## config.mk

```make
export PLATFORM = sky130hd
export DESIGN_NAME = irq_replay_top
export DESIGN_NICKNAME = d
export VERILOG_FILES = /design/src/rtl/irq_replay_pkg.sv /design/src/rtl/irq_reg_file.sv /design/src/rtl/irq_edge_cap.sv /design/src/rtl/irq_replay_top.sv
export SDC_FILE = /design/constraint.sdc
export NUM_CORES = 1
export LEC_CHECK = 0
export BUFFER_PORTS_ARGS = -buffer_cell sky130_fd_sc_hd__buf_2
export CORE_MARGIN = 4
export CORE_UTILIZATION = 40
export CTS_BUF_LIST = sky130_fd_sc_hd__clkbuf_16
export CTS_CLUSTER_DIAMETER = 30
export DETAILED_ROUTE_END_ITERATION = 12
export GPL_ROUTABILITY_DRIVEN = 0
export PLACE_DENSITY = 0.68
export SYNTH_ARGS = -nofsm -noshare
export SYNTH_HDL_FRONTEND = slang
export SYNTH_SLANG_ARGS = --single-unit
```

## constraint.sdc

```tcl
create_clock -name clk -period 2.3 [get_ports clk]
set_input_delay 0.345 -clock clk [delete_from_list [all_inputs] [get_ports clk]]
set_output_delay 0.345 -clock clk [all_outputs]
set_load 0.005 [all_outputs]
```

## src/rtl/irq_replay_pkg.sv

```systemverilog
package irq_replay_pkg;
  localparam int unsigned WORD_BITS      = 32;
  localparam int unsigned FN_BITS        = 4;
  localparam int unsigned CTRL_EN_BIT    = 0;
  localparam int unsigned CTRL_EDGE_BIT  = 1;
  localparam int unsigned CTRL_FLUSH_BIT = 2;

  // Function code is the address field above the 64-byte window of each function.
  typedef enum logic [FN_BITS-1:0] {
    FN_STATUS = 4'd0,
    FN_ACK    = 4'd1,
    FN_MSET   = 4'd3,
    FN_MCLR   = 4'd4,
    FN_SSET   = 4'd6,
    FN_SCLR   = 4'd7,
    FN_PSET   = 4'd9,
    FN_PCLR   = 4'd10,
    FN_CTRL   = 4'd12
  } fn_e;
endpackage

```

## src/rtl/irq_reg_file.sv

```systemverilog
module irq_reg_file
  import irq_replay_pkg::*;
#(
  parameter int unsigned NUM_LINES = 40,
  parameter int unsigned ADDR_W    = 10
) (
  input  logic                 clk,
  input  logic                 rst,
  input  logic                 wr_en,
  input  logic [ADDR_W-1:0]    addr,
  input  logic [WORD_BITS-1:0] wr_data,
  output logic [NUM_LINES-1:0] mask_q,
  output logic [NUM_LINES-1:0] sens_q,
  output logic [NUM_LINES-1:0] pol_q,
  output logic [NUM_LINES-1:0] ack_v,
  output logic                 ctrl_en,
  output logic                 ctrl_edge,
  output logic                 flush
);
  localparam int unsigned WORD_W = ADDR_W - FN_BITS - 2;

  logic [FN_BITS-1:0] fn;
  logic [WORD_W-1:0]  word;
  logic               ctrl_hit;
  logic               unused_addr;

  assign fn          = addr[ADDR_W-1 -: FN_BITS];
  assign word        = addr[2 +: WORD_W];
  assign unused_addr = ^addr[1:0];
  assign ctrl_hit    = wr_en && (fn == FN_CTRL) && (word == '0);
  assign flush       = ctrl_hit && wr_data[CTRL_FLUSH_BIT];

  always_ff @(posedge clk) begin
    if (rst) begin
      ctrl_en   <= 1'b0;
      ctrl_edge <= 1'b0;
    end else if (ctrl_hit) begin
      ctrl_en   <= wr_data[CTRL_EN_BIT];
      ctrl_edge <= wr_data[CTRL_EDGE_BIT];
    end
  end

  for (genvar n = 0; n < NUM_LINES; n++) begin : g_line
    localparam int unsigned LW = n / WORD_BITS;
    localparam int unsigned LB = n % WORD_BITS;
    logic hit;
    assign hit      = wr_en && (word == WORD_W'(LW)) && wr_data[LB];
    assign ack_v[n] = hit && (fn == FN_ACK);

    always_ff @(posedge clk) begin
      if (rst) begin
        mask_q[n] <= 1'b1;
        sens_q[n] <= 1'b0;
        pol_q[n]  <= 1'b0;
      end else if (hit) begin
        if (fn == FN_MSET) mask_q[n] <= 1'b1;
        if (fn == FN_MCLR) mask_q[n] <= 1'b0;
        if (fn == FN_SSET) sens_q[n] <= 1'b1;
        if (fn == FN_SCLR) sens_q[n] <= 1'b0;
        if (fn == FN_PSET) pol_q[n]  <= 1'b1;
        if (fn == FN_PCLR) pol_q[n]  <= 1'b0;
      end
    end
  end
endmodule

```

## src/rtl/irq_edge_cap.sv

```systemverilog
module irq_edge_cap #(
  parameter int unsigned NUM_LINES = 40
) (
  input  logic                 clk,
  input  logic                 rst,
  input  logic [NUM_LINES-1:0] irq_in,
  input  logic                 rec_en,
  input  logic [NUM_LINES-1:0] mask_q,
  input  logic [NUM_LINES-1:0] sens_q,
  input  logic [NUM_LINES-1:0] pol_q,
  input  logic [NUM_LINES-1:0] clr_v,
  output logic [NUM_LINES-1:0] pending
);
  logic [NUM_LINES-1:0] prev;
  logic [NUM_LINES-1:0] rise;
  logic [NUM_LINES-1:0] fall;
  logic [NUM_LINES-1:0] cap;

  assign rise = irq_in & ~prev;
  assign fall = ~irq_in & prev;
  assign cap  = {NUM_LINES{rec_en}} & sens_q & ~mask_q &
                ((pol_q & rise) | (~pol_q & fall));

  always_ff @(posedge clk) begin
    if (rst) begin
      prev    <= '0;
      pending <= '0;
    end else begin
      prev    <= irq_in;
      pending <= (pending & ~clr_v) | cap;   // a fresh edge outranks the clear
    end
  end
endmodule

```

## src/rtl/irq_replay_top.sv

```systemverilog
module irq_replay_top
  import irq_replay_pkg::*;
#(
  parameter int unsigned NUM_LINES = 40,
  parameter int unsigned ADDR_W    = 10
) (
  input  logic                 clk,
  input  logic                 rst,
  input  logic                 wr_en,
  input  logic                 rd_en,
  input  logic [ADDR_W-1:0]    addr,
  input  logic [WORD_BITS-1:0] wr_data,
  output logic [WORD_BITS-1:0] rd_data,
  input  logic [NUM_LINES-1:0] irq_in,
  output logic [NUM_LINES-1:0] irq_out
);
  localparam int unsigned NUM_WORDS = (NUM_LINES + WORD_BITS - 1) / WORD_BITS;
  localparam int unsigned PAD_W     = NUM_WORDS * WORD_BITS;
  localparam int unsigned WORD_W    = ADDR_W - FN_BITS - 2;

  logic [NUM_LINES-1:0] mask_q, sens_q, pol_q, ack_v, pend;
  logic                 ctrl_en, ctrl_edge, flush_w;
  logic [PAD_W-1:0]     pad_pend, pad_mask, pad_sens, pad_pol;
  logic [FN_BITS-1:0]   rfn;
  logic [WORD_W-1:0]    rword;
  logic [WORD_BITS-1:0] rd_word;

  irq_reg_file #(.NUM_LINES(NUM_LINES), .ADDR_W(ADDR_W)) u_regs (
    .clk(clk), .rst(rst), .wr_en(wr_en), .addr(addr), .wr_data(wr_data),
    .mask_q(mask_q), .sens_q(sens_q), .pol_q(pol_q), .ack_v(ack_v),
    .ctrl_en(ctrl_en), .ctrl_edge(ctrl_edge), .flush(flush_w)
  );

  irq_edge_cap #(.NUM_LINES(NUM_LINES)) u_cap (
    .clk(clk), .rst(rst), .irq_in(irq_in), .rec_en(ctrl_en && ctrl_edge),
    .mask_q(mask_q), .sens_q(sens_q), .pol_q(pol_q),
    .clr_v(ack_v | {NUM_LINES{flush_w}}), .pending(pend)
  );

  always_ff @(posedge clk) begin
    if (rst) irq_out <= '0;
    else     irq_out <= (flush_w ? pend : '0) | (ctrl_en ? '0 : irq_in);
  end

  assign pad_pend = PAD_W'(pend);
  assign pad_mask = PAD_W'(mask_q);
  assign pad_sens = PAD_W'(sens_q);
  assign pad_pol  = PAD_W'(pol_q);
  assign rfn      = addr[ADDR_W-1 -: FN_BITS];
  assign rword    = addr[2 +: WORD_W];

  always_comb begin
    rd_word = '0;
    if (int'(rword) < NUM_WORDS) begin
      case (rfn)
        FN_STATUS:       rd_word = pad_pend[int'(rword)*WORD_BITS +: WORD_BITS];
        FN_MSET, FN_MCLR: rd_word = pad_mask[int'(rword)*WORD_BITS +: WORD_BITS];
        FN_SSET, FN_SCLR: rd_word = pad_sens[int'(rword)*WORD_BITS +: WORD_BITS];
        FN_PSET, FN_PCLR: rd_word = pad_pol[int'(rword)*WORD_BITS +: WORD_BITS];
        FN_CTRL: if (rword == '0) begin
          rd_word[CTRL_EN_BIT]   = ctrl_en;
          rd_word[CTRL_EDGE_BIT] = ctrl_edge;
        end
        default: rd_word = '0;
      endcase
    end
  end

  always_ff @(posedge clk) begin
    if (rst)        rd_data <= '0;
    else if (rd_en) rd_data <= rd_word;
  end
endmodule

```

## Yosys cells after proc, flatten, opt, wreduce, memory -nomap -nowiden

Index checks and enable logic that the tools add are counted.

- Bits in registers: 274
- Output and inout bits: 72
- Word-level logic and storage cells: 383

- $lt $le $gt $ge: 1
- Equal/unequal tests: 9
- Shifts and indexed selects: 4
- Muxes and demuxes: 12
- Bitwise operators: 17
- Reductions and logical operators: 214

Operator list:

| operator | count |
|---|---|
| $and 40x40->40 | 8 |
| $shiftx 64x10->32 | 4 |
| $reduce_and 2->1 | 120 |
| $not 40->40 | 5 |
| $or 40x40->40 | 4 |
| $pmux 30 s4 | 1 |
| $logic_and 1x1->1 | 86 |
| $mux 40 | 2 |
| $mux 32 | 1 |
| $eq 4x3->1 const B | 3 |
| $eq 4x4->1 const B | 3 |
| $pmux 2 s5 | 1 |
| $eq 4x1->1 const B | 2 |
| $logic_not 4->1 | 2 |
| $mux 1 | 6 |
| $reduce_bool 2->1 | 3 |
| $reduce_or 2->1 | 3 |
| $eq 4x2->1 const B | 1 |
| $lt 4x2->1 const B | 1 |
| $mux 2 | 1 |

## Longest topological paths before layout

Gate-level depths: netlist (run 1).

- Depth after elaboration: 8
- Gate-level depth with buffers: 8

## Modules after synthesis

From an unflattened synthesis (run 1), not the netlist that was laid out.

- Cells, all modules: 1,397
- Area total of the unflattened synthesis: 13,340.3 um^2

By module, submodules not included:

| module | times used | cells each | area each (um^2) | sequential area each (um^2) |
|---|---|---|---|---|
| irq_reg_file | 1 | 601 | 5,918.2 | 2,442.3 |
| irq_replay_top | 1 | 419 | 3,895.0 | 1,441.4 |
| irq_edge_cap | 1 | 377 | 3,527.1 | 1,601.5 |

## Worst setup path before layout (run 1)

OpenSTA, ideal clock, no wires.

- Path type: input-to-reg
- Start point: input addr[2]
- End point: register rd_data[7]
- Arrival: 1.539 ns
- Slack: 0.640 ns
- Stages: 5
- Buffers on the path: 2
- Path through: buf_6 clkbuf_1 mux2_2 a221oi_2 o21ai_1

- Word-level cells in the longest chain between the ends: 3
- Elaborated cells between the ends (all ways): 7
- Classes of those cells: 1 x order compare; 4 x shift; 2 x mux

Ends and longest elaborated chain:

| item | line | RTL |
|---|---|---|
| from (decl) | irq_replay_top.sv:11 | `input logic [ADDR_W-1:0] addr,` |
| $shiftx 64x10->32, on equally long branches | -- |  |
| $pmux 30 s4 | irq_replay_top.sv:55 | `case (rfn)` |
| $mux 32 (*) | irq_replay_top.sv:54 | `if (int'(rword) < NUM_WORDS) begin` |
| to (signal assigned) | irq_replay_top.sv:71 | `else if (rd_en) rd_data <= rd_word;` |
| to (decl) | irq_replay_top.sv:13 | `output logic [WORD_BITS-1:0] rd_data,` |

Mark *: on every way between the ends. The rest lies on a longest branch, timed or not.
A chain may end at the register's enable or synchronous reset.

## Final worst setup path (run 1)

- Start point: register rd_data[31]
- End point: output rd_data[31]

No word-level cell between the ends.

==> results of run 1 <==
## area by class of cell
cell class,instances,area share
multi-input cells,839,0.383
flip-flops and latches,274,0.360
clock buffers,59,0.0969
repair buffers,199,0.0853
clock inverters,52,0.0400
well taps,390,0.0320
inverters,12,0.00296
diodes,2,0.000328
## power by group
group	total [mW]	internal, mW	switching, mW
Combinational	0.740	0.276	0.464
Clock	8.72	5.91	2.80
Sequential	4.88	4.84	0.0343
Total	14.3	11.0	3.30
## cell families (layout without fill, tap and decap cells)
| kind of cell | after synthesis | after routing | synth area share |
|---|---|---|---|
| AND/OR/NAND/NOR | 385 | 385 | 0.184 |
| XOR/XNOR | 1 | 1 | 0.000726 |
| AO/OA/AOI/OAI | 420 | 420 | 0.265 |
| other | 0 | 2 | 0 |
| flip-flops | 274 | 274 | 0.454 |
| buffers and inverters | 167 | 322 | 0.0674 |
| multiplexers | 33 | 33 | 0.0289 |
## worst paths after layout
| check | to | cells after the start | slack (ns) | from |
|---|---|---|---|---|
| worst max-delay path | rd_data[31] | 1 | 0.87 | rd_data[31]$_SDFFE_PP0P_ |
| worst min-delay path | u_cap.prev[33]$_SDFF_PP0_ | 2 | 0.03 | irq_in[33] |
| worst max register to register | u_cap.pending[37]$_SDFF_PP0_ | 4 | 0.87 | u_regs.ctrl_en$_SDFFE_PP0N_ |
| worst min register to register | rd_data[22]$_SDFFE_PP0P_ | 2 | 0.44 | rd_data[22]$_SDFFE_PP0P_ |
## cells in the final DEF, fill, tap and decap left out, types with 9 or more instances in the layout
master     instances
mux2i_1           18
nor3b_1           12
clkinv_4           9
dfxtp_1          274
a22o_1            64
clkbuf_16         59
buf_4             29
a21oi_1          119
nor2_1            13
buf_2            154
nor2b_1           41
inv_1             17
a221oi_2          31
nand3_1           44
nand2_1          114
nand4b_1          29
buf_12            15
clkinv_2          11
a221o_1           40
bufinv_16         11
o22ai_1           36
a311oi_1          40
mux2_2            15
nand2b_1          29
a211oi_1          39
and3_1            39
o2111ai_1         11
nand4_1           36
o21ai_1           32
## registers in the layout, summed over array words and instances (netlist names)
register	count
u_regs.ctrl_en	1
u_regs.sens_q	40
u_regs.pol_q	40
u_regs.ctrl_edge	1
irq_out	40
u_regs.mask_q	40
u_cap.pending	40
rd_data	32
u_cap.prev	40
## layer usage
layer / GRT usage / share of wire / vias up
li1: - / - / 5089
met4: 0.0733 / 0.026 / 10
met2: 0.346 / 0.46 / 466
met5: 0 / 0.0018 / -
met1: 0.293 / 0.44 / 5220
met3: 0.0499 / 0.077 / 95
## metrics by stage
step                      setup WS, ns   util  power (mW)  instances  hold slack [ns]
after floorplan                  0.640      -        5.37       1280            0.442
after global placement           0.353  0.442        5.69       1714            0.437
after detailed placement         0.279  0.442        5.70       1714            0.441
after CTS                        0.853  0.513        14.4       1825          0.00531
after global routing             0.762  0.513        14.8       1827           0.0176
final                            0.872  0.513        14.3       1827           0.0267
==> flow_summary.rst, run 1 <==
.. list-table::
   :header-rows: 1

   * - Metric
     - Value
   * - Count of hold buffers inserted by post-cts repair
     - 0
   * - Largest stage delay on the critical path
     - between 0.3 and 0.4 ns
   * - CTS Buf Count
     - between 50 and 60
   * - Final global-route overflow total
     - 0
   * - Data arrival time of the critical path
     - around 1.1 ns
   * - Hold/Removal Path Class
     - in2reg
   * - CTS sink cnt
     - ~270
   * - Crit path max-delay cell type
     - dfxtp_1
   * - Fill count
     - approximately 2700
   * - Multi-input combinational cell area
     - just under 6000 um2
   * - Critical path launch point type
     - flip-flop
   * - Clock transition time at the flip-flop clock pins of the worst setup and hold paths
     - 0.04 ns
   * - Setup total negative slack
     - 0 ns
   * - Layout cells sized above 1
     - 0.252
   * - Run status
     - finished, final reports clean
   * - Number of H-tree levels
     - 2
   * - Setup repair bufs after CTS
     - 0
   * - Routed len/inst
     - about 21 um
   * - Port bufs
     - 155
   * - Top cell type by total area after synthesis
     - dfxtp_1
   * - Final Cycle Share
     - 0.621
   * - CTS-repair resized insts
     - 0
   * - Synth async-reset ratio
     - 0
   * - Count of different cell masters after synthesis
     - 47
   * - Most common flop cell mapped by yosys
     - dfxtp_1
   * - Maximum number of pins on one net before global-route repair
     - 82
   * - Area share of the leading cell type in the synthesized netlist
     - 0.454
   * - Die height
     - roughly 180 um
   * - Final count of hold timing violations
     - 0
   * - Number of DRC violations after detailed-routing iteration 0
     - between 900 and 1000
   * - Detailed-route DRC error count
     - 0
   * - Layout Area Growth over Synthesis
     - 26.3%
   * - Total routed wirelength
     - approximately 37000 um
   * - Sum of net half-perimeters after detailed placement
     - roughly 23000 um
   * - Final design instance area without fill
     - between 15000 and 20000 um2
   * - Vias in the first global route
     - 10600
   * - Dominant cells by area after synthesis
     - dfxtp_1 45%, a21oi_1 4.9%, a22o_1 4.6%
   * - Cell family contributing the most delay on the critical path
     - flip-flops
   * - Sequential cell area fraction in the yosys report
     - 0.454
   * - Count of flip-flops with a built-in enable after synthesis
     - 0
   * - Unrepaired setup endpoints after global routing
     - false
   * - IR drop worst, VDD
     - 0.583 mV
   * - Register bit total from synthesis
     - 274
   * - CTS tree
     - done
   * - Static leakage
     - approximately 5.7 nW
   * - Post-placement cell area
     - 13100 um2
   * - Per-cell via count in the routed design
     - just under 6
   * - Total number of yosys warnings
     - 0
   * - Max transition margin
     - 0.573
   * - Number of nets still failing antenna checks after routing
     - 0
   * - Antenna violations before repair
     - 7
   * - Total number of vias
     - ~11000
   * - Mapped Avg Cell Area
     - between 9 and 10 um2
   * - Maximum clock frequency
     - 700 MHz
   * - Post-layout nets
     - between 1000 and 1500
   * - Clock Tree Root
     - clkbuf_16
   * - Top-count cell post-synth
     - dfxtp_1
   * - Synth cell count leaders
     - 274 x dfxtp_1, 119 x a21oi_1, 114 x nand2_1
   * - Horizontal die dimension
     - 182 um
   * - Crit path buffers/inverters
     - 1
   * - Die ar.
     - 33000 um2
   * - Total global routing track utilization
     - 0.218
   * - Pins Over Slew Limit
     - 0
   * - Final Setup Violations
     - 0
   * - Final clock skew
     - 0.0211 ns
   * - Required arrival time at the worst endpoint
     - 1.96 ns
   * - Io pins
     - about 160
   * - Core Footprint
     - approximately 30000 um2
   * - Fin crit period
     - between 1 and 1.5 ns
   * - MaxCap Viol Count
     - 0
   * - Storage element area
     - ~5500 um2
   * - Num rows
     - 63
   * - Initial core utilization
     - 0.406
   * - Total iterations of the first detailed-routing run
     - 5
   * - Power Dens Cells
     - around 940 nW/um2
   * - Post-synthesis cell area
     - roughly 12000 um2
   * - Number of standard cells after synthesis
     - 1280
   * - Worst slew pin tran
     - between 0.6 and 0.7 ns
   * - Largest fanout on the critical path
     - 2
   * - Worst-case clock buffer depth
     - 3
   * - Ordered list of cells on the worst path
     - buf_2
   * - Wire length of the first global-routing pass
     - approximately 60000 um
   * - Endpoint type of the worst setup path
     - output pin
   * - Critical path class
     - reg2out
   * - Clock network latency to the later pin of the worst-skew pair
     - just under 0.6 ns
   * - Number of nets produced by synthesis
     - 1366
(Power assumes the default switching activity.)
==> inputs of run 2 (changes only) <==
clock period = 1.4 ns   (was 2.3 ns; I/O delays follow)
==> run 2 against run 1 <==
Flip-flop and latch count is the same. Final cell count rose by 7.6%. Design area increased by 9.2%. Global-route usage rose by 1.2 points. Combinational power rose by 99%. Largest cell class unchanged. Highest routed layer is now met4.
==> flow_summary.rst, run 2 (synthesized netlist as in run 1, its figures left out) <==
.. list-table::
   :header-rows: 1

   * - Metric
     - Value
   * - Hold/Removal Path Class
     - in2reg (unchanged)
   * - Fin crit period
     - about 1.3 ns
   * - Multi-input combinational cell area
     - 5850 um2 (was 5830 um2)
   * - Fill count
     - 2534 (was 2699)
   * - Clock network latency to the later pin of the worst-skew pair
     - 0.56 ns (was 0.58 ns)
   * - Gate power share
     - 0.061 (was 0.052)
   * - Crit path max-delay cell type
     - dfxtp_1 (unchanged)
   * - Switching part of the total power
     - 0.238 (was 0.230)
   * - Layout cells sized above 1
     - 0.286 (was 0.252)
   * - CTS sink cnt
     - 274 (unchanged)
   * - Antenna violations before repair
     - 0 (was 7)
   * - Cell family contributing the most delay on the critical path
     - flip-flops (unchanged)
   * - Total global routing track utilization
     - 0.230 (was 0.218)
   * - Ordered list of cells on the worst path
     - buf_2 (unchanged)
   * - Routed len/inst
     - 20.3 um (was 20.5 um)
   * - Critical path launch point type
     - flip-flop (unchanged)
   * - Maximum number of pins on one net before global-route repair
     - 83 (was 82)
   * - Design internal power
     - 18.6 mW (was 11.0 mW)
   * - Static leakage
     - 6.46 nW (was 5.73 nW)
   * - Detailed-route DRC error count
     - 0 (unchanged)
   * - Start point of the critical path
     - rd_data[0]$_SDFFE_PP0P_ (was rd_data[31]$_SDFFE_PP0P_)
   * - Worst Setup EP
     - rd_data[0] (was rd_data[31])
   * - Port bufs
     - 155 (unchanged)
   * - Leading cell type in the layout, fill and taps excluded
     - dfxtp_1 (unchanged)
   * - Final global-route overflow total
     - 0 (unchanged)
   * - Num rows
     - 63 (unchanged)
   * - Crit path buffers/inverters
     - 1 (unchanged)
   * - R2R depth
     - 5 (was 4)
   * - Final Cycle Share
     - 0.934
   * - Max transition margin
     - 0.691 (was 0.573)
   * - Final count of hold timing violations
     - 0 (unchanged)
   * - Die height
     - 182 um (unchanged)
   * - Core Footprint
     - 29700 um2 (unchanged)
   * - Register-to-register path setup slack
     - 0.10 ns (was 0.87 ns)
   * - Required arrival time at the worst endpoint
     - 1.19 ns (was 1.96 ns)
   * - Post-placement cell area
     - 13900 um2 (was 13100 um2)
   * - IR drop worst, VDD
     - 0.902 mV (was 0.583 mV)
   * - Largest stage delay on the critical path
     - 0.40 ns (was 0.37 ns)
   * - Worst-case clock buffer depth
     - 3 (unchanged)
   * - Die ar.
     - 33000 um2 (unchanged)
   * - Total power draw
     - 24.4 mW (was 14.3 mW)
   * - Initial core utilization
     - 0.406 (unchanged)
   * - Io pins
     - 158 (unchanged)
   * - Total number of vias
     - 11500 (was 10900)
   * - CTS tree
     - done (unchanged)
   * - R2r endpoint
     - u_cap.pending[38]$_SDFF_PP0_ (was u_cap.pending[37]$_SDFF_PP0_)
   * - MaxCap Viol Count
     - 0 (unchanged)
   * - Storage element area
     - 5490 um2 (unchanged)
   * - Per-cell via count in the routed design
     - 5.84 (was 5.96)
   * - Wire length of the first global-routing pass
     - 62200 um (was 59100 um)
   * - Worst hold stages
     - 4 (was 2)
   * - Total iterations of the first detailed-routing run
     - 5 (unchanged)
   * - CTS Buf Count
     - 67 (was 59)
   * - Post-layout nets
     - 1610 (was 1471)
   * - Reg2Reg Launch Point
     - u_regs.ctrl_en$_SDFFE_PP0N_ (unchanged)
   * - Horizontal die dimension
     - 182 um (unchanged)
   * - Number of antenna diodes
     - 0 (was 2)
   * - Data arrival time of the critical path
     - 1.10 ns (was 1.08 ns)
   * - Clock transition time at the flip-flop clock pins of the worst setup and hold paths
     - 0.04 ns (about the same)
   * - Start point of the worst hold path
     - wr_data[18] (was irq_in[33])
   * - Power Dens Cells
     - 1460 nW/um2 (was 941 nW/um2)
   * - Maximum clock frequency
     - about 760 MHz
   * - Unrepaired setup endpoints after global routing
     - false (unchanged)
   * - Clock Tree Root
     - clkbuf_16 (unchanged)
   * - Final Setup Violations
     - 0 (unchanged)
   * - Run status
     - finished, final reports clean (unchanged)
   * - Critical path class
     - reg2out (unchanged)
   * - Sum of net half-perimeters after detailed placement
     - 24500 um (was 22800 um)
   * - Final clock skew
     - 0.0145 ns (was 0.0211 ns)
   * - Number of cells on the critical path
     - 1 (unchanged)
   * - Vias in the first global route
     - 11300 (was 10600)
   * - Commonest cells after routing, fill and taps aside
     - 274 x dfxtp_1, 154 x buf_2, 119 x a21oi_1, 113 x nand2_1, 102 x buf_4 (was 274 x dfxtp_1, 154 x buf_2, 119 x a21oi_1, 114 x nand2_1, 64 x a22o_1)
   * - Layout Area Growth over Synthesis
     - 37.9% (was 26.3%)
   * - Number of DRC violations after detailed-routing iteration 0
     - 1061 (was 981)
   * - Endpoint type of the worst setup path
     - output pin (unchanged)
   * - Final design instance area without fill
     - 16600 um2 (was 15200 um2)
   * - Largest fanout on the critical path
     - 2 (unchanged)
   * - Worst slew pin tran
     - 0.464 ns (was 0.640 ns)
   * - Sequential Power Share
     - 0.329 (was 0.340)
   * - Number of nets still failing antenna checks after routing
     - 0 (unchanged)
   * - Number of H-tree levels
     - 3 (was 2)
   * - Clock share of power
     - 0.610 (was 0.608)
   * - Pins Over Slew Limit
     - 0 (unchanged)
   * - Total routed wirelength
     - 39900 um (was 37500 um)
   * - Switching power
     - 5.80 mW (was 3.30 mW)
==> run 2: cell types whose count changed in the layout (fill, tap and decap cells not counted), sizes merged <==
cell and delta:
buf +86, dlygate4sd3 +44, clkbuf +10, bufinv -5
clkinvlp +4, diode -2, inv +1
==> run 2: power by group through the flow <==
stage	logic (mW)	clock network, mW	registers [mW]
after global routing	1.57	15.5	8.02
after CTS	1.45	15.0	8.02
after detailed placement	1.35	0	8.16
after floorplan	0.693	0	8.16
final	1.47	14.9	8.02
after global placement	1.34	0	8.15
==> run 2: per-stage QoR <==
step / std cells / hold WS, ns / setup slack [ns] / setup TNS (ns) / util
after floorplan: 1280 / 0.338 / -0.0740 / -2.93 / -
after global placement: 1798 / 0.436 / -0.252 / -35.73 / 0.469
final: 1965 / 0.0197 / 0.0925 / 0 / 0.560
after CTS: 1962 / 0.00718 / 0.0230 / 0 / 0.558
after global routing: 1965 / 0.0279 / 0.0124 / 0 / 0.560
after detailed placement: 1798 / 0.440 / -0.338 / -43.89 / 0.469
==> run 2: final cells by class <==
class | instances | share of cell area
clock buffer | 68 | 0.102
inverter | 12 | 0.00271
timing repair buffer | 330 | 0.155
clock inverter | 52 | 0.0303
sequential | 274 | 0.330
multi-input combinational | 839 | 0.351
tap | 390 | 0.0293
==> run 2: worst min-delay path, delay by kind of cell <==
family | cells | cell delay, ns
AO/OA/AOI/OAI | 1 | 0.06
buffers and inverters | 1 | 0.09
AND/OR/NAND/NOR | 2 | 0.16
==> run 2: worst min path at each step <==
stage	slack (ns)	to
after floorplan	0.34	u_cap.prev[0]$_SDFF_PP0_
after global placement	0.44	rd_data[17]$_SDFFE_PP0P_
after detailed placement	0.44	rd_data[30]$_SDFFE_PP0P_
after CTS	0.007	u_cap.pending[15]$_SDFF_PP0_
after global routing	0.03	u_cap.pending[28]$_SDFF_PP0_
final	0.02	u_cap.pending[18]$_SDFF_PP0_
==> run 2: what timing repair did <==
item,4_1_cts,5_1_grt
hold buffers,44,0
hold endpoints to repair,84,0
gates resized for setup,0,1
buffers inserted,0,2
setup endpoints to repair,0,20
==> run 2: routing by layer <==
metal | vias to the layer above | track usage | share of wire
met2 | 490 | 0.361 | 0.46
met3 | 72 | 0.0433 | 0.074
li1 | 5364 | - | -
met4 | 0 | 0.0841 | 0.023
met1 | 5549 | 0.315 | 0.44
met5 | - | 0 | 0
==> inputs of run 3 (changes only) <==
PLACE_DENSITY = not set   (was 0.68)
==> run 3 against run 2 <==
Flip-flop and latch count did not move. Core utilization fell by 0.11 points. Clock skew fell by 0.0041 ns. Via count fell by 0.78%. Critical path depth did not move. Critical endpoint is now rd_data[24]. Routed wire length fell by 0.75%. Clock power fell by 5%. Power fell by 3.2%. Sequential share of layout area rose by 0.065 points. Worst hold slack got worse by 0.013 ns. Maximum frequency rose by 1.3%.
==> flow_summary.rst, run 3 (synthesized netlist as in run 1, its figures left out) <==
.. list-table::
   :header-rows: 1

   * - Metric
     - Value
   * - CTS tree
     - done (unchanged)
   * - Clock network latency to the later pin of the worst-skew pair
     - 0.56 ns (about the same)
   * - Cell family contributing the most delay on the critical path
     - flip-flops (unchanged)
   * - Number of antenna diodes
     - 0 (unchanged)
   * - Number of H-tree levels
     - 2 (was 3)
   * - Wire length on met3
     - 2590 um (was 2950 um)
   * - Unrepaired setup endpoints after global routing
     - false (unchanged)
   * - Num rows
     - 63 (unchanged)
   * - Total iterations of the first detailed-routing run
     - 5 (unchanged)
   * - Number of DRC violations after detailed-routing iteration 0
     - 741 (was 1061)
   * - Per-cell via count in the routed design
     - 5.79 (was 5.84)
   * - Worst hold margin
     - 0.00697 ns (was 0.0197 ns)
   * - Required arrival time at the worst endpoint
     - 1.19 ns (about the same)
   * - Final Cycle Share
     - 0.922 (was 0.934)
   * - Maximum clock frequency
     - 775 MHz (was 765 MHz)
   * - Max transition margin
     - 0.677 (was 0.691)
   * - Die ar.
     - 33000 um2 (unchanged)
   * - MaxCap Viol Count
     - 0 (unchanged)
   * - Hold/Removal Path Class
     - in2reg (unchanged)
   * - Wire length of the first global-routing pass
     - 62400 um (was 62200 um)
   * - Core Footprint
     - 29700 um2 (unchanged)
   * - Routed len/inst
     - 20.1 um (was 20.3 um)
   * - Static leakage
     - 6.44 nW (was 6.46 nW)
   * - Clock transition time at the flip-flop clock pins of the worst setup and hold paths
     - 0.05 ns (was 0.04 ns)
   * - Critical path launch point type
     - flip-flop (unchanged)
   * - Crit path buffers/inverters
     - 1 (unchanged)
   * - Maximum number of pins on one net before global-route repair
     - 56 (was 83)
   * - Final global-route overflow total
     - 0 (unchanged)
   * - Layout cells sized above 1
     - 0.287 (was 0.286)
   * - Detailed-route DRC error count
     - 0 (unchanged)
   * - CTS sink cnt
     - 274 (unchanged)
   * - Number of nets still failing antenna checks after routing
     - 0 (unchanged)
   * - Detailed-routing wirelength on met1
     - 17600 um (about the same)
   * - Total number of vias
     - 11400 (was 11500)
   * - Largest fanout on the critical path
     - 2 (unchanged)
   * - Commonest cells after routing, fill and taps aside
     - 274 x dfxtp_1, 154 x buf_2, 119 x a21oi_1, 113 x nand2_1, 101 x buf_4 (was 274 x dfxtp_1, 154 x buf_2, 119 x a21oi_1, 113 x nand2_1, 102 x buf_4)
   * - Die height
     - 182 um (unchanged)
   * - Final design utilization
     - 0.559 (was 0.560)
   * - Run status
     - finished, final reports clean (unchanged)
   * - Horizontal die dimension
     - 182 um (unchanged)
   * - Final count of hold timing violations
     - 0 (unchanged)
   * - Crit path max-delay cell type
     - dfxtp_1 (unchanged)
   * - Total power draw
     - 23.6 mW (was 24.4 mW)
   * - Endpoint type of the worst setup path
     - output pin (unchanged)
   * - IR drop worst, VDD
     - 0.875 mV (was 0.902 mV)
   * - Ordered list of cells on the worst path
     - buf_2 (unchanged)
   * - Total global routing track utilization
     - 0.232 (was 0.230)
   * - Pins Over Slew Limit
     - 0 (unchanged)
   * - Detail Route met2 WL
     - 18200 um (was 18400 um)
   * - Total routed wirelength
     - 39600 um (was 39900 um)
   * - Vias in the first global route
     - 11400 (was 11300)
   * - Largest stage delay on the critical path
     - 0.37 ns (was 0.40 ns)
   * - Io pins
     - 158 (unchanged)
   * - Post-layout nets
     - 1614 (was 1610)
   * - Initial core utilization
     - 0.406 (unchanged)
   * - Clock Tree Root
     - clkbuf_16 (unchanged)
   * - Highest routed metal layer
     - met4 (unchanged)
   * - Port bufs
     - 155 (unchanged)
   * - Worst-case clock buffer depth
     - 3 (unchanged)
   * - Antenna violations before repair
     - 0 (unchanged)
   * - Leading cell type in the layout, fill and taps excluded
     - dfxtp_1 (unchanged)
   * - Sum of net half-perimeters after detailed placement
     - 25000 um (was 24500 um)
   * - Final clock skew
     - 0.0105 ns (was 0.0145 ns)
   * - Register-to-register path setup slack
     - 0.19 ns (was 0.10 ns)
   * - Final Setup Violations
     - 0 (unchanged)
   * - Power Dens Cells
     - 1420 nW/um2 (was 1460 nW/um2)
   * - CTS-repair resized insts
     - 0 (unchanged)
   * - Layout Area Growth over Synthesis
     - 37.6% (was 37.9%)
   * - CTS Buf Count
     - 61 (was 67)
   * - Fin crit period
     - 1.29 ns (was 1.31 ns)
   * - Data arrival time of the critical path
     - 1.08 ns (was 1.10 ns)
   * - Worst slew pin tran
     - 0.485 ns (was 0.464 ns)
   * - Critical path class
     - reg2out (unchanged)
[run 3: cell types whose count changed in the layout (fill, tap and decap cells not counted), moves of 2 or more]
cell           delta
bufinv_16         +2
clkinv_1          -6
clkinv_8          -4
buf_12            +3
inv_1             -3
inv_6             +2
clkbuf_16         -6
clkinv_2          +8
dlygate4sd3_1     +9
[run 3: area by class of cell]
class / count / area (um2)
flip-flops and latches: 274 / 5490
clock buffers: 63 / 1580
inverters: 12 / 45.0
clock inverters: 50 / 480
repair buffers: 340 / 2690
multi-input cells: 839 / 5840
well taps: 390 / 488
fillers: 2566 / 13100
[run 3: timing repair]
item                      in CTS  in global routing
hold buffers                  53                  0
hold endpoints to repair      92                  0
setup buffers                  0                  0
[run 3: worst paths after layout]
kind | start | to | cells after the start
worst max-delay path | rd_data[24]$_SDFFE_PP0P_ | rd_data[24] | 1
worst min-delay path | wr_data[13] | u_cap.pending[13]$_SDFF_PP0_ | 4
worst max register to register | u_regs.ctrl_en$_SDFFE_PP0N_ | u_cap.pending[38]$_SDFF_PP0_ | 4
worst min register to register | rd_data[8]$_SDFFE_PP0P_ | rd_data[8]$_SDFFE_PP0P_ | 2
[run 3: per-layer routing]
metal / vias to the layer above / track usage
li1: 5376 / -
met4: 0 / 0.0850
met3: 95 / 0.0399
met1: 5479 / 0.317
met5: - / 0
met2: 436 / 0.369
[run 3: power by group]
part / internal, mW / switching [mW]
registers: 7.96 / 0.0534
clock network: 9.55 / 4.53
logic: 0.675 / 0.832
total: 18.2 / 5.41
[run 3: stage by stage]
step	area, um2	std cells	TNS, ns	setup WS (ns)
4_1_cts	16600	1968	0	0.0846
5_1_grt	16600	1968	0	0.0760
3_3_place_gp	14000	1802	-35.21	-0.247
2_1_floorplan	12200	1280	-2.93	-0.0740
3_5_place_dp	14000	1802	-39.67	-0.265
6_report	16600	1968	0	0.110
